==> src/rtl/ternshift_pkg.sv <==
`timescale 1ns/1ps
// Shared types and constant helpers for the ternary shifter.
// Assumes trits are carried as 2-bit codes 00/01/10, with 11 illegal.
package ternshift_pkg;

    typedef enum logic [1:0] {
        SHK_LEFT    = 2'd0,
        SHK_RIGHT_U = 2'd1,
        SHK_RIGHT_S = 2'd2,
        SHK_BAD     = 2'd3
    } shift_kind_e;

    localparam logic [1:0] TRIT_0 = 2'b00;
    localparam logic [1:0] TRIT_1 = 2'b01;
    localparam logic [1:0] TRIT_2 = 2'b10;

    // Integer power of three, for elaboration-time constants.
    function automatic int pow3(input int k);
        int p;
        p = 1;
        for (int i = 0; i < k; i++) p = p * 3;
        return p;
    endfunction

    // Largest positive signed magnitude of a k-trit three's-complement word.
    function automatic int half_range(input int k);
        return (pow3(k) - 1) / 2;
    endfunction

endpackage

==> src/rtl/trit_word_value.sv <==
`timescale 1ns/1ps
// Converts a packed trit word into its unsigned binary weight.
// It also reports whether every trit carries a legal code.
// Assumes VAL_W is wide enough to hold 3^TRITS - 1.
module trit_word_value #(
    parameter int TRITS = 9,
    parameter int VAL_W = 15
) (
    input  logic [2*TRITS-1:0] word_i,
    output logic [VAL_W-1:0]   value_o,
    output logic               legal_o
);

    // Horner evaluation from the top trit down, plus the illegal-code scan.
    always_comb begin
        value_o = '0;
        legal_o = 1'b1;
        for (int i = TRITS - 1; i >= 0; i--) begin
            value_o = VAL_W'(value_o * VAL_W'(3)) + VAL_W'(word_i[2*i +: 2]);
            if (word_i[2*i +: 2] == 2'b11) legal_o = 1'b0;
        end
    end

endmodule

==> src/rtl/trit_shift_core.sv <==
`timescale 1ns/1ps
// Barrel shifter over trit codes. Every shift amount from 1 to TRITS is
// built as a constant shift, and amt_i picks one of them.
// Assumes amt_i is within 1..TRITS. Outside that range the output is zero.
module trit_shift_core
    import ternshift_pkg::*;
#(
    parameter int TRITS = 9,
    parameter int AMT_W = 4
) (
    input  logic [2*TRITS-1:0] word_i,
    input  shift_kind_e        kind_i,
    input  logic [AMT_W-1:0]   amt_i,
    input  logic               negative_i,
    output logic [2*TRITS-1:0] word_o,
    output logic [1:0]         last_out_o,
    output logic               lost_o
);

    localparam int W = 2 * TRITS;
    localparam logic [W-1:0] ONES = '1;
    localparam logic [W-1:0] TWOS = {TRITS{TRIT_2}};

    logic [W-1:0] shl      [1:TRITS];
    logic [W-1:0] shr      [1:TRITS];
    logic [W-1:0] top_fill [1:TRITS];
    logic         lost_k   [1:TRITS];
    logic [1:0]   out_l    [1:TRITS];
    logic [1:0]   out_r    [1:TRITS];

    // One set of constant-distance candidates per shift amount.
    for (genvar k = 1; k <= TRITS; k++) begin : g_amt
        assign shl[k]      = word_i << (2 * k);
        assign shr[k]      = word_i >> (2 * k);
        assign top_fill[k] = TWOS & ~(ONES >> (2 * k));
        assign lost_k[k]   = |(word_i & ~(ONES << (2 * k)));
        assign out_l[k]    = word_i[2*(TRITS-k) +: 2];
        assign out_r[k]    = word_i[2*(k-1) +: 2];
    end

    // Pick the candidate for the requested amount and shift kind.
    always_comb begin
        word_o     = '0;
        last_out_o = TRIT_0;
        lost_o     = 1'b0;
        for (int k = 1; k <= TRITS; k++) begin
            if (amt_i == AMT_W'(k)) begin
                case (kind_i)
                    SHK_RIGHT_U: begin
                        word_o     = shr[k];
                        last_out_o = out_r[k];
                        lost_o     = lost_k[k];
                    end
                    SHK_RIGHT_S: begin
                        word_o     = shr[k] | (negative_i ? top_fill[k] : '0);
                        last_out_o = out_r[k];
                        lost_o     = lost_k[k];
                    end
                    default: begin
                        word_o     = shl[k];
                        last_out_o = out_l[k];
                        lost_o     = 1'b0;
                    end
                endcase
            end
        end
    end

endmodule

==> src/rtl/trit_flag_gen.sv <==
`timescale 1ns/1ps
// Derives the sign, overflow and carry condition trits of a shift.
// A left shift overflows when |operand| exceeds (3^(TRITS-n)-1)/2, because
// the exact product is then outside the signed range.
// Assumes op_mag_i is the operand's signed magnitude.
module trit_flag_gen
    import ternshift_pkg::*;
#(
    parameter int TRITS = 9,
    parameter int VAL_W = 15,
    parameter int AMT_W = 4
) (
    input  shift_kind_e      kind_i,
    input  logic [AMT_W-1:0] amt_i,
    input  logic [VAL_W-1:0] op_mag_i,
    input  logic [VAL_W-1:0] res_value_i,
    input  logic             lost_i,
    input  logic [1:0]       last_out_i,
    output logic [1:0]       sign_o,
    output logic [1:0]       ovf_o,
    output logic [1:0]       carry_o
);

    localparam logic [VAL_W-1:0] HALF = VAL_W'(half_range(TRITS));

    logic [VAL_W-1:0] limit;

    // Largest magnitude that still fits after a left shift by amt_i places.
    always_comb begin
        limit = '0;
        for (int k = 1; k <= TRITS; k++) begin
            if (amt_i == AMT_W'(k)) limit = VAL_W'(half_range(TRITS - k));
        end
    end

    // Sign trit from the weight of the result.
    always_comb begin
        if (res_value_i == '0)       sign_o = TRIT_0;
        else if (res_value_i <= HALF) sign_o = TRIT_1;
        else                          sign_o = TRIT_2;
    end

    // Overflow: lost precision on a left shift, a dropped nonzero trit on a right shift.
    always_comb begin
        if (kind_i == SHK_LEFT) ovf_o = (op_mag_i > limit) ? TRIT_1 : TRIT_0;
        else                    ovf_o = lost_i ? TRIT_1 : TRIT_0;
    end

    assign carry_o = last_out_i;

endmodule

==> src/rtl/ternary_shifter.sv <==
`timescale 1ns/1ps
// Ternary shifter top. It decodes the count and operand, shifts, builds the
// condition trits and, when REG_OUT is set, registers all outputs.
// Assumes a synchronous active-low reset and a count range that does not
// exceed TRITS.
module ternary_shifter
    import ternshift_pkg::*;
#(
    parameter int TRITS     = 9,
    parameter int CNT_TRITS = 2,
    parameter bit REG_OUT   = 1'b1
) (
    input  logic                 clk,
    input  logic                 rst_n,
    input  logic [1:0]           shift_type_i,
    input  logic [2*CNT_TRITS-1:0] count_i,
    input  logic [2*TRITS-1:0]   operand_i,
    output logic [2*TRITS-1:0]   result_o,
    output logic [1:0]           sign_o,
    output logic [1:0]           ovf_o,
    output logic [1:0]           carry_o,
    output logic                 err_o
);

    localparam int W         = 2 * TRITS;
    localparam int VAL_W     = $clog2(pow3(TRITS));
    localparam int CNT_VAL_W = $clog2(pow3(CNT_TRITS));
    localparam int AMT_W     = $clog2(TRITS + 1);
    localparam logic [VAL_W-1:0] HALF    = VAL_W'(half_range(TRITS));
    localparam logic [VAL_W-1:0] MODULUS = VAL_W'(pow3(TRITS));

    shift_kind_e          kind;
    logic [CNT_VAL_W-1:0] cnt_val;
    logic                 cnt_legal;
    logic [AMT_W-1:0]     amt;
    logic [VAL_W-1:0]     op_val, op_mag, res_val;
    logic                 op_legal, op_neg, res_legal;
    logic [W-1:0]         sh_word;
    logic [1:0]           sh_last, s_raw, v_raw, c_raw;
    logic                 sh_lost;
    logic                 err_n;
    logic [W-1:0]         res_n;
    logic [1:0]           sign_n, ovf_n, carry_n;

    assign kind = shift_kind_e'(shift_type_i);

    trit_word_value #(.TRITS(CNT_TRITS), .VAL_W(CNT_VAL_W)) u_cnt_dec (
        .word_i(count_i), .value_o(cnt_val), .legal_o(cnt_legal)
    );

    // A count of zero stands for a full-width shift.
    assign amt = (cnt_val == '0) ? AMT_W'(TRITS) : AMT_W'(cnt_val);

    trit_word_value #(.TRITS(TRITS), .VAL_W(VAL_W)) u_op_dec (
        .word_i(operand_i), .value_o(op_val), .legal_o(op_legal)
    );

    // Signed view of the operand: negative above the half range.
    assign op_neg = (op_val > HALF);
    assign op_mag = op_neg ? (MODULUS - op_val) : op_val;

    trit_shift_core #(.TRITS(TRITS), .AMT_W(AMT_W)) u_core (
        .word_i(operand_i), .kind_i(kind), .amt_i(amt), .negative_i(op_neg),
        .word_o(sh_word), .last_out_o(sh_last), .lost_o(sh_lost)
    );

    trit_word_value #(.TRITS(TRITS), .VAL_W(VAL_W)) u_res_dec (
        .word_i(sh_word), .value_o(res_val), .legal_o(res_legal)
    );

    trit_flag_gen #(.TRITS(TRITS), .VAL_W(VAL_W), .AMT_W(AMT_W)) u_flags (
        .kind_i(kind), .amt_i(amt), .op_mag_i(op_mag), .res_value_i(res_val),
        .lost_i(sh_lost), .last_out_i(sh_last),
        .sign_o(s_raw), .ovf_o(v_raw), .carry_o(c_raw)
    );

    // Any illegal input code forces a quiet, all-zero answer.
    assign err_n   = !op_legal || !cnt_legal || (kind == SHK_BAD);
    assign res_n   = err_n ? '0 : sh_word;
    assign sign_n  = err_n ? TRIT_0 : s_raw;
    assign ovf_n   = err_n ? TRIT_0 : v_raw;
    assign carry_n = err_n ? TRIT_0 : c_raw;

    if (REG_OUT) begin : g_reg
        // Output register stage with synchronous clear.
        always_ff @(posedge clk) begin
            if (!rst_n) begin
                result_o <= '0;
                sign_o   <= TRIT_0;
                ovf_o    <= TRIT_0;
                carry_o  <= TRIT_0;
                err_o    <= 1'b0;
            end else begin
                result_o <= res_n;
                sign_o   <= sign_n;
                ovf_o    <= ovf_n;
                carry_o  <= carry_n;
                err_o    <= err_n;
            end
        end

        // outputs follow the datapath one cycle later.
        p_reg_latency_r10: assert property (@(posedge clk) disable iff (!rst_n)
            rst_n |=> (result_o == $past(res_n)) && (err_o == $past(err_n)));
    end else begin : g_comb
        assign result_o = res_n;
        assign sign_o   = sign_n;
        assign ovf_o    = ovf_n;
        assign carry_o  = carry_n;
        assign err_o    = err_n;
    end

    // an unsigned right shift never yields a negative sign and fills with zero.
    p_unsigned_sign_r5: assert property (@(posedge clk) disable iff (!rst_n)
        (!err_n && kind == SHK_RIGHT_U) |-> (sign_n != TRIT_2) && (res_n[W-1 -: 2] == TRIT_0));

    // a negative operand on a signed right shift gets trit 2 at the top.
    p_signed_fill_r6: assert property (@(posedge clk) disable iff (!rst_n)
        (!err_n && kind == SHK_RIGHT_S && op_neg) |-> (res_n[W-1 -: 2] == TRIT_2));

    // shifting a zero operand left can never overflow.
    p_zero_left_r3: assert property (@(posedge clk) disable iff (!rst_n)
        (!err_n && kind == SHK_LEFT && op_val == '0) |-> (ovf_n == TRIT_0) && (sign_n == TRIT_0));

    // an error yields an all-zero answer, and otherwise the result trits are legal.
    p_err_quiet_r9: assert property (@(posedge clk) disable iff (!rst_n)
        err_n |-> (res_n == '0) && (sign_n == TRIT_0) && (ovf_n == TRIT_0) && (carry_n == TRIT_0));
    p_result_legal_r9: assert property (@(posedge clk) disable iff (!rst_n)
        !err_n |-> res_legal);

endmodule

==> config.mk <==
export PLATFORM = sky130hd
export DESIGN_NAME = ternary_shifter
export DESIGN_NICKNAME = d
export VERILOG_FILES = /design/src/rtl/ternshift_pkg.sv /design/src/rtl/trit_word_value.sv /design/src/rtl/trit_shift_core.sv /design/src/rtl/trit_flag_gen.sv /design/src/rtl/ternary_shifter.sv
export SDC_FILE = /design/constraint.sdc
export NUM_CORES = 1
export LEC_CHECK = 0
export ABC_AREA = 1
export BUFFER_PORTS_ARGS = -buffer_cell sky130_fd_sc_hd__buf_2
export CAP_MARGIN = 20
export CORE_MARGIN = 2
export CORE_UTILIZATION = 50
export DETAILED_ROUTE_END_ITERATION = 12
export GPL_TIMING_DRIVEN = 0
export HOLD_SLACK_MARGIN = 0.08
export PLACE_DENSITY = 0.67
export SLEW_MARGIN = 20
export SYNTH_ARGS = -nofsm -noshare
export SYNTH_HDL_FRONTEND = slang
export SYNTH_HIERARCHICAL = 1
export SYNTH_SLANG_ARGS = --single-unit
==> constraint.sdc <==
create_clock -name clk -period 35 [get_ports clk]
set_input_delay 3.5 -clock clk [delete_from_list [all_inputs] [get_ports clk]]
set_output_delay 3.5 -clock clk [all_outputs]
set_load 0.01 [all_outputs]
## Yosys cells after proc, flatten, opt, wreduce, memory -nomap -nowiden

Index checks and enable logic that the tools add are counted.

- Memories kept: 0
- Latch bits: 0
- Memory bits (read-only): 0
- RAM bits: 0
- Word-level logic and storage cells: 182
- Flip-flop bits (word level): 25

- Multiplexer cells: 88
- Reduce and logical (&&, ||, !) cells: 19
- Shift operators: 0
- Eq/ne operators: 23
- Bitwise gates (word level): 9
- Div/mod/pow operators: 0
- Multiply operators: 17
- Magnitude comparators: 3
- Add/sub/neg operators: 18

Operator list:

| cell | number |
|---|---|
| two-way mux 18 bit | 19 |
| one-hot mux 18 bit (2 select lines) | 8 |
| adder 15 x 2 -> 15 bit | 16 |
| multiplier 15 x 2 -> 15 bit (second input constant) | 14 |
| two-way mux 12 bit | 9 |
| two-way mux 2 bit | 19 |
| two-way mux 1 bit | 31 |
| equality test 2 bit (second input constant) | 13 |
| bitwise OR 10 x 18 -> 18 bit | 1 |
| bitwise OR 12 x 18 -> 18 bit | 1 |
| bitwise OR 14 x 18 -> 18 bit | 1 |
| bitwise OR 16 x 18 -> 18 bit | 1 |
| bitwise OR 2 x 18 -> 18 bit | 1 |
| bitwise OR 4 x 18 -> 18 bit | 1 |
| bitwise OR 6 x 18 -> 18 bit | 1 |
| bitwise OR 8 x 18 -> 18 bit | 1 |
| OR reduction 18 bit | 1 |
| equality test 4 x 3 -> 1 bit (second input constant) | 4 |
| OR reduction 16 bit | 1 |
| > comparator 15 x 12 -> 1 bit | 1 |
| > comparator 15 x 14 -> 1 bit (second input constant) | 1 |
| less-or-equal comparator 15 x 14 -> 1 bit (second input constant) | 1 |
| zero test 15 bit | 1 |
| two-way mux 15 bit | 1 |
| 21 further kinds | 29 |

## Longest topological paths before layout

- Word-level depth: 47
- Depth in mapped cells: 149

## Modules after synthesis

Netlist, hierarchy kept.

By module, submodules not included:

| module | area each (um^2) | times used | cells each | seq. area each (um^2) |
|---|---|---|---|---|
| trit_word_value at u_op_dec | 3878.7 | 1 | 530 | 0.0 |
| trit_word_value at u_res_dec | 3875.0 | 1 | 525 | 0.0 |
| trit_shift_core | 1928.1 | 1 | 404 | 0.0 |
| ternary_shifter | 1253.7 | 1 | 203 | 500.5 |
| trit_flag_gen | 623.1 | 1 | 125 | 0.0 |
| trit_word_value at u_cnt_dec | 112.6 | 1 | 13 | 0.0 |

## Worst setup path after synthesis

OpenSTA, ideal clock, no wires.

- Kind: in2reg
- Start: in operand_i[15]
- End: reg sign_o[1]
- Arrival: 24.124 ns
- Stages: 131
- Data required time: 34.873 ns
- Setup slack: 10.750 ns
- Buffers on the path: 1
- Setup time: 0.127 ns
- Cells stage by stage: fa_1 > ha_1 > fa_1 > ha_1 > fa_1 > xnor2_1 > inv_1 > ha_1 > ha_1 > a21oi_1 > o21ai_0 > a31oi_1 > nand3_1 > nand2_1 > inv_1 > ha_1 > inv_1 > ha_1 > (+95 left out) > nand2_2 > ha_1 > ha_1 > a21oi_1 > o21ai_0 > inv_1 > nand2_1 > inv_1 > nand3_1 > nand2_1 > inv_1 > nand2_1 > nor2_1 > a21oi_1 > nand2_1 > and2_1 > inv_1 > nor2_1

- Word-level cells in the longest chain between the ends: 46
- Elaborated cells between the ends (all ways): 83
- Classes of those cells: 16 x add/sub; 15 x mul; 2 x order compare; 1 x eq/ne; 36 x mux; 8 x bitwise; 5 x reduce/logical

Ends and longest elaborated chain:

| element | RTL line | text |
|---|---|---|
| start, declared | ternary_shifter.sv:17 | `input logic [2*TRITS-1:0] operand_i,` |
| adder 15 x 2 -> 15 bit (*) | trit_word_value.sv:19 | `value_o = VAL_W'(value_o * VAL_W'(3)) + VAL_W'(word_i[2*i +: 2]);` |
| multiplier 15 x 2 -> 15 bit (*) | trit_word_value.sv:19 |  |
| adder 15 x 2 -> 15 bit (*) | trit_word_value.sv:19 |  |
| multiplier 15 x 2 -> 15 bit (*) | trit_word_value.sv:19 |  |
| adder 15 x 2 -> 15 bit (*) | trit_word_value.sv:19 |  |
| multiplier 15 x 2 -> 15 bit (*) | trit_word_value.sv:19 |  |
| adder 15 x 2 -> 15 bit (*) | trit_word_value.sv:19 |  |
| multiplier 15 x 2 -> 15 bit (*) | trit_word_value.sv:19 |  |
| (+7 left out) | n/a |  |
| via op_val[13] | ternary_shifter.sv:36 | `logic [VAL_W-1:0] op_val, op_mag, res_val;` |
| (+1 left out) | n/a |  |
| via op_neg | ternary_shifter.sv:37 | `logic op_legal, op_neg, res_legal;` |
| (+12 left out) | n/a |  |
| via sh_word[17] | ternary_shifter.sv:38 | `logic [W-1:0] sh_word;` |
| (+11 left out) | n/a |  |
| adder 15 x 2 -> 15 bit (*) | trit_word_value.sv:19 |  |
| multiplier 15 x 2 -> 15 bit (*) | trit_word_value.sv:19 |  |
| adder 15 x 2 -> 15 bit (*) | trit_word_value.sv:19 |  |
| multiplier 15 x 2 -> 15 bit (*) | trit_word_value.sv:19 |  |
| adder 15 x 2 -> 15 bit (*) | trit_word_value.sv:19 |  |
| via res_val[14] | ternary_shifter.sv:36 |  |
| less-or-equal comparator 15 x 14 -> 1 bit or zero test 15 bit (tied branches) | trit_flag_gen.sv:39, trit_flag_gen.sv:38 |  |
| two-way mux 2 bit or OR reduction 3 bit (tied branches) | n/a |  |
| end signal, assigned | ternary_shifter.sv:95 | `sign_o <= sign_n;` |
| end, declared | ternary_shifter.sv:19 | `output logic [1:0] sign_o,` |

The timed path passes the listed nets; every way through them passes the cells marked *.
A chain may end at the register's enable or synchronous reset.

## Worst setup path in the final report

Same ends and word-level chain as after synthesis.

==> results.txt <==
- X dimension of the die: 156 um
- Leaving out filler cells and counting taps, the final layout contains 2131.
- The tree built by TritonCTS fans out to 25 sinks.
* Startpoint type of the worst setup path: input port
* Final Max Tran Viols: 0
- Kind of end point of the critical path: register
- 1st-pass router iterations: 5
* Global router's overall resource usage: 23.1%
- TritonCTS clock tree: built
* Gp weighted congestion: 0.991
* DRC viols: 0
- Along the worst path, the maximum fanout reaches 11.
- RSZ-0062 raised after global routing: false
- Gates resized during post-CTS repair numbered 0.
- After legalization and detailed placement, the total HPWL measured 24.2 mm.
- Root Driver: sky130_fd_sc_hd__clkbuf_16
* Slew at the pin closest to its max-slew limit: 1.03 ns
- The initial antenna violation count is 5.
- Hold bufs inserted after CTS: 0
- After detailed routing, the number of vias per cell comes to 5.28.
- Core footprint: 0.0227 sq mm
* Library cell appearing most often on the critical path: sky130_fd_sc_hd__ha_1
* Area delta synth->final: 6.01%
* Timing-limited maximum frequency: 37.6 MHz
- The initialized floorplan defines 55 standard-cell rows.
* Utilization after layout: 54.2%
- The detailed router placed 11253 vias in this run.
- The number of hold-slack violations in the final timing report is 0.
* Post-Syn Area: 0.0116 sq mm
- Headroom to the max-slew limit came out at 30.9%.
- After clock tree synthesis, the setup repair step added 0 buffers.
- Pin placement for this block handled 51 I/O pins.
- Clock transition time at the flip-flop clock pins of the worst setup and hold paths: 0.07 ns
* Slowest CP cell: sky130_fd_sc_hd__fa_1
- Data required time at the worst endpoint: 35.20 ns
* TNS Setup: 0 ns
- Worst setup path category: input port to register
- ANT nets after route: 0
* Share of the clock period used by the worst path: 76.0%
* Path category of the worst min-delay check: input port to register
* Data arrival time at the worst-slack endpoint: 26.81 ns
* Routed wire length: 28.1 mm
- The smallest clock period supported by the final layout is computed as 26.61 ns.
- Global-route wire length before repair: 47.4 mm
- The number of placed instances, taps included, is 2124.
- Total Die Area: 0.0245 sq mm
- Buffers placed on the I/O ports in this run total 50.
- In this run the vertical extent of the chip is 156 um.
- A synthesized cell averages 6.49 sq um.
- Counting instances, the worst hold path has a depth of 3.
- Maximum buffer depth of the clock tree: 2
* Via count of the first global-routing pass: 10522
- CTS buffer count: 3
- Initial Utilization: 51.1%
* Maximum cell stage delay along the critical path: 0.53 ns
- Summed over all layers, the global routing overflow is 0.
* Final number of setup-violating endpoints: 0
- The run finished with clean final reports.
* Synth Warn #: 6
- Post-layout net count: 2171
* DRC marker count from the first detailed-route iteration: 525
- Largest net degree at the start of global routing: 16
- In the final routed layout, each cell accounts on average for 13.2 um.
* Reported max-cap violation count: 0
- Counting every net in the synthesized netlist gives 2116.
- In the synthesized netlist, the number of instances is 1789.
- The post-route netlist has 9.28% of its cells at a drive strength greater than 1.
- H-tree depth: 1
[final timing paths]
path / start / to / slack [ns]
max: operand_i[15] / sign_o[1] / 8.39
min: rst_n / err_o / 3.47
[registers in the layout, summed over array words and instances, names as in the netlist]
register and count:
ovf_o 2, carry_o 2, err_o 1, result_o 18
sign_o 2
[placed cells by master (no fill, tap or decap), types with 22 or more instances in the layout]
master,count
sky130_fd_sc_hd__a21oi_1,131
sky130_fd_sc_hd__buf_2,52
sky130_fd_sc_hd__dfxtp_1,25
sky130_fd_sc_hd__fa_1,34
sky130_fd_sc_hd__ha_1,267
sky130_fd_sc_hd__inv_1,234
sky130_fd_sc_hd__nand2_1,482
sky130_fd_sc_hd__nand2_2,22
sky130_fd_sc_hd__nand3_1,77
sky130_fd_sc_hd__nand4_1,25
sky130_fd_sc_hd__nor2_1,163
sky130_fd_sc_hd__o21ai_0,44
sky130_fd_sc_hd__xnor2_1,38
sky130_fd_sc_hd__xor2_1,66
[metrics by stage]
stage	area (sq um)	hold WS [ns]	worst slack [ns]
finish	12300	3.47	8.39
CTS	12300	3.47	8.32
global route	12300	3.48	6.11
floorplan	11600	3.61	10.77
detailed placement	12200	3.75	8.08
global placement	12200	3.75	8.48
[metal layers]
metal / vias up / wire length (um) / part of all wire, % / track usage, %
met1: 5033 / 13000 / 46 / 29.7
met5: - / 21 / 0.075 / 0
met4: 4 / 744 / 2.6 / 6.73
met3: 46 / 1080 / 3.8 / 1.91
met2: 203 / 13300 / 47 / 41.0
li1: 5967 / - / - / -
[critical path, delay by kind of cell]
family / cells / cell delay [ns]
AOI/OAI and AO/OA: 16 / 2.81
and+or+nand+nor: 56 / 5.85
adders and majority gates: 34 / 11.50
xor gates and xnor gates: 8 / 1.70
buffers and inverters: 20 / 1.41
[area by class of cell]
class,count,area (sq um)
diodes,3,7.51
plain buffers,22,179
clock buffers,3,75.1
clock inverters,1,7.51
fillers,2404,10400
inverters,253,952
multi-input cells,1489,9980
flip-flops and latches,25,500
well taps,285,357
repair buffers,50,250
Power is left out: the tool's default activity adds up to more than one toggle a clock period on the data nets, which glitch-free logic cannot reach.
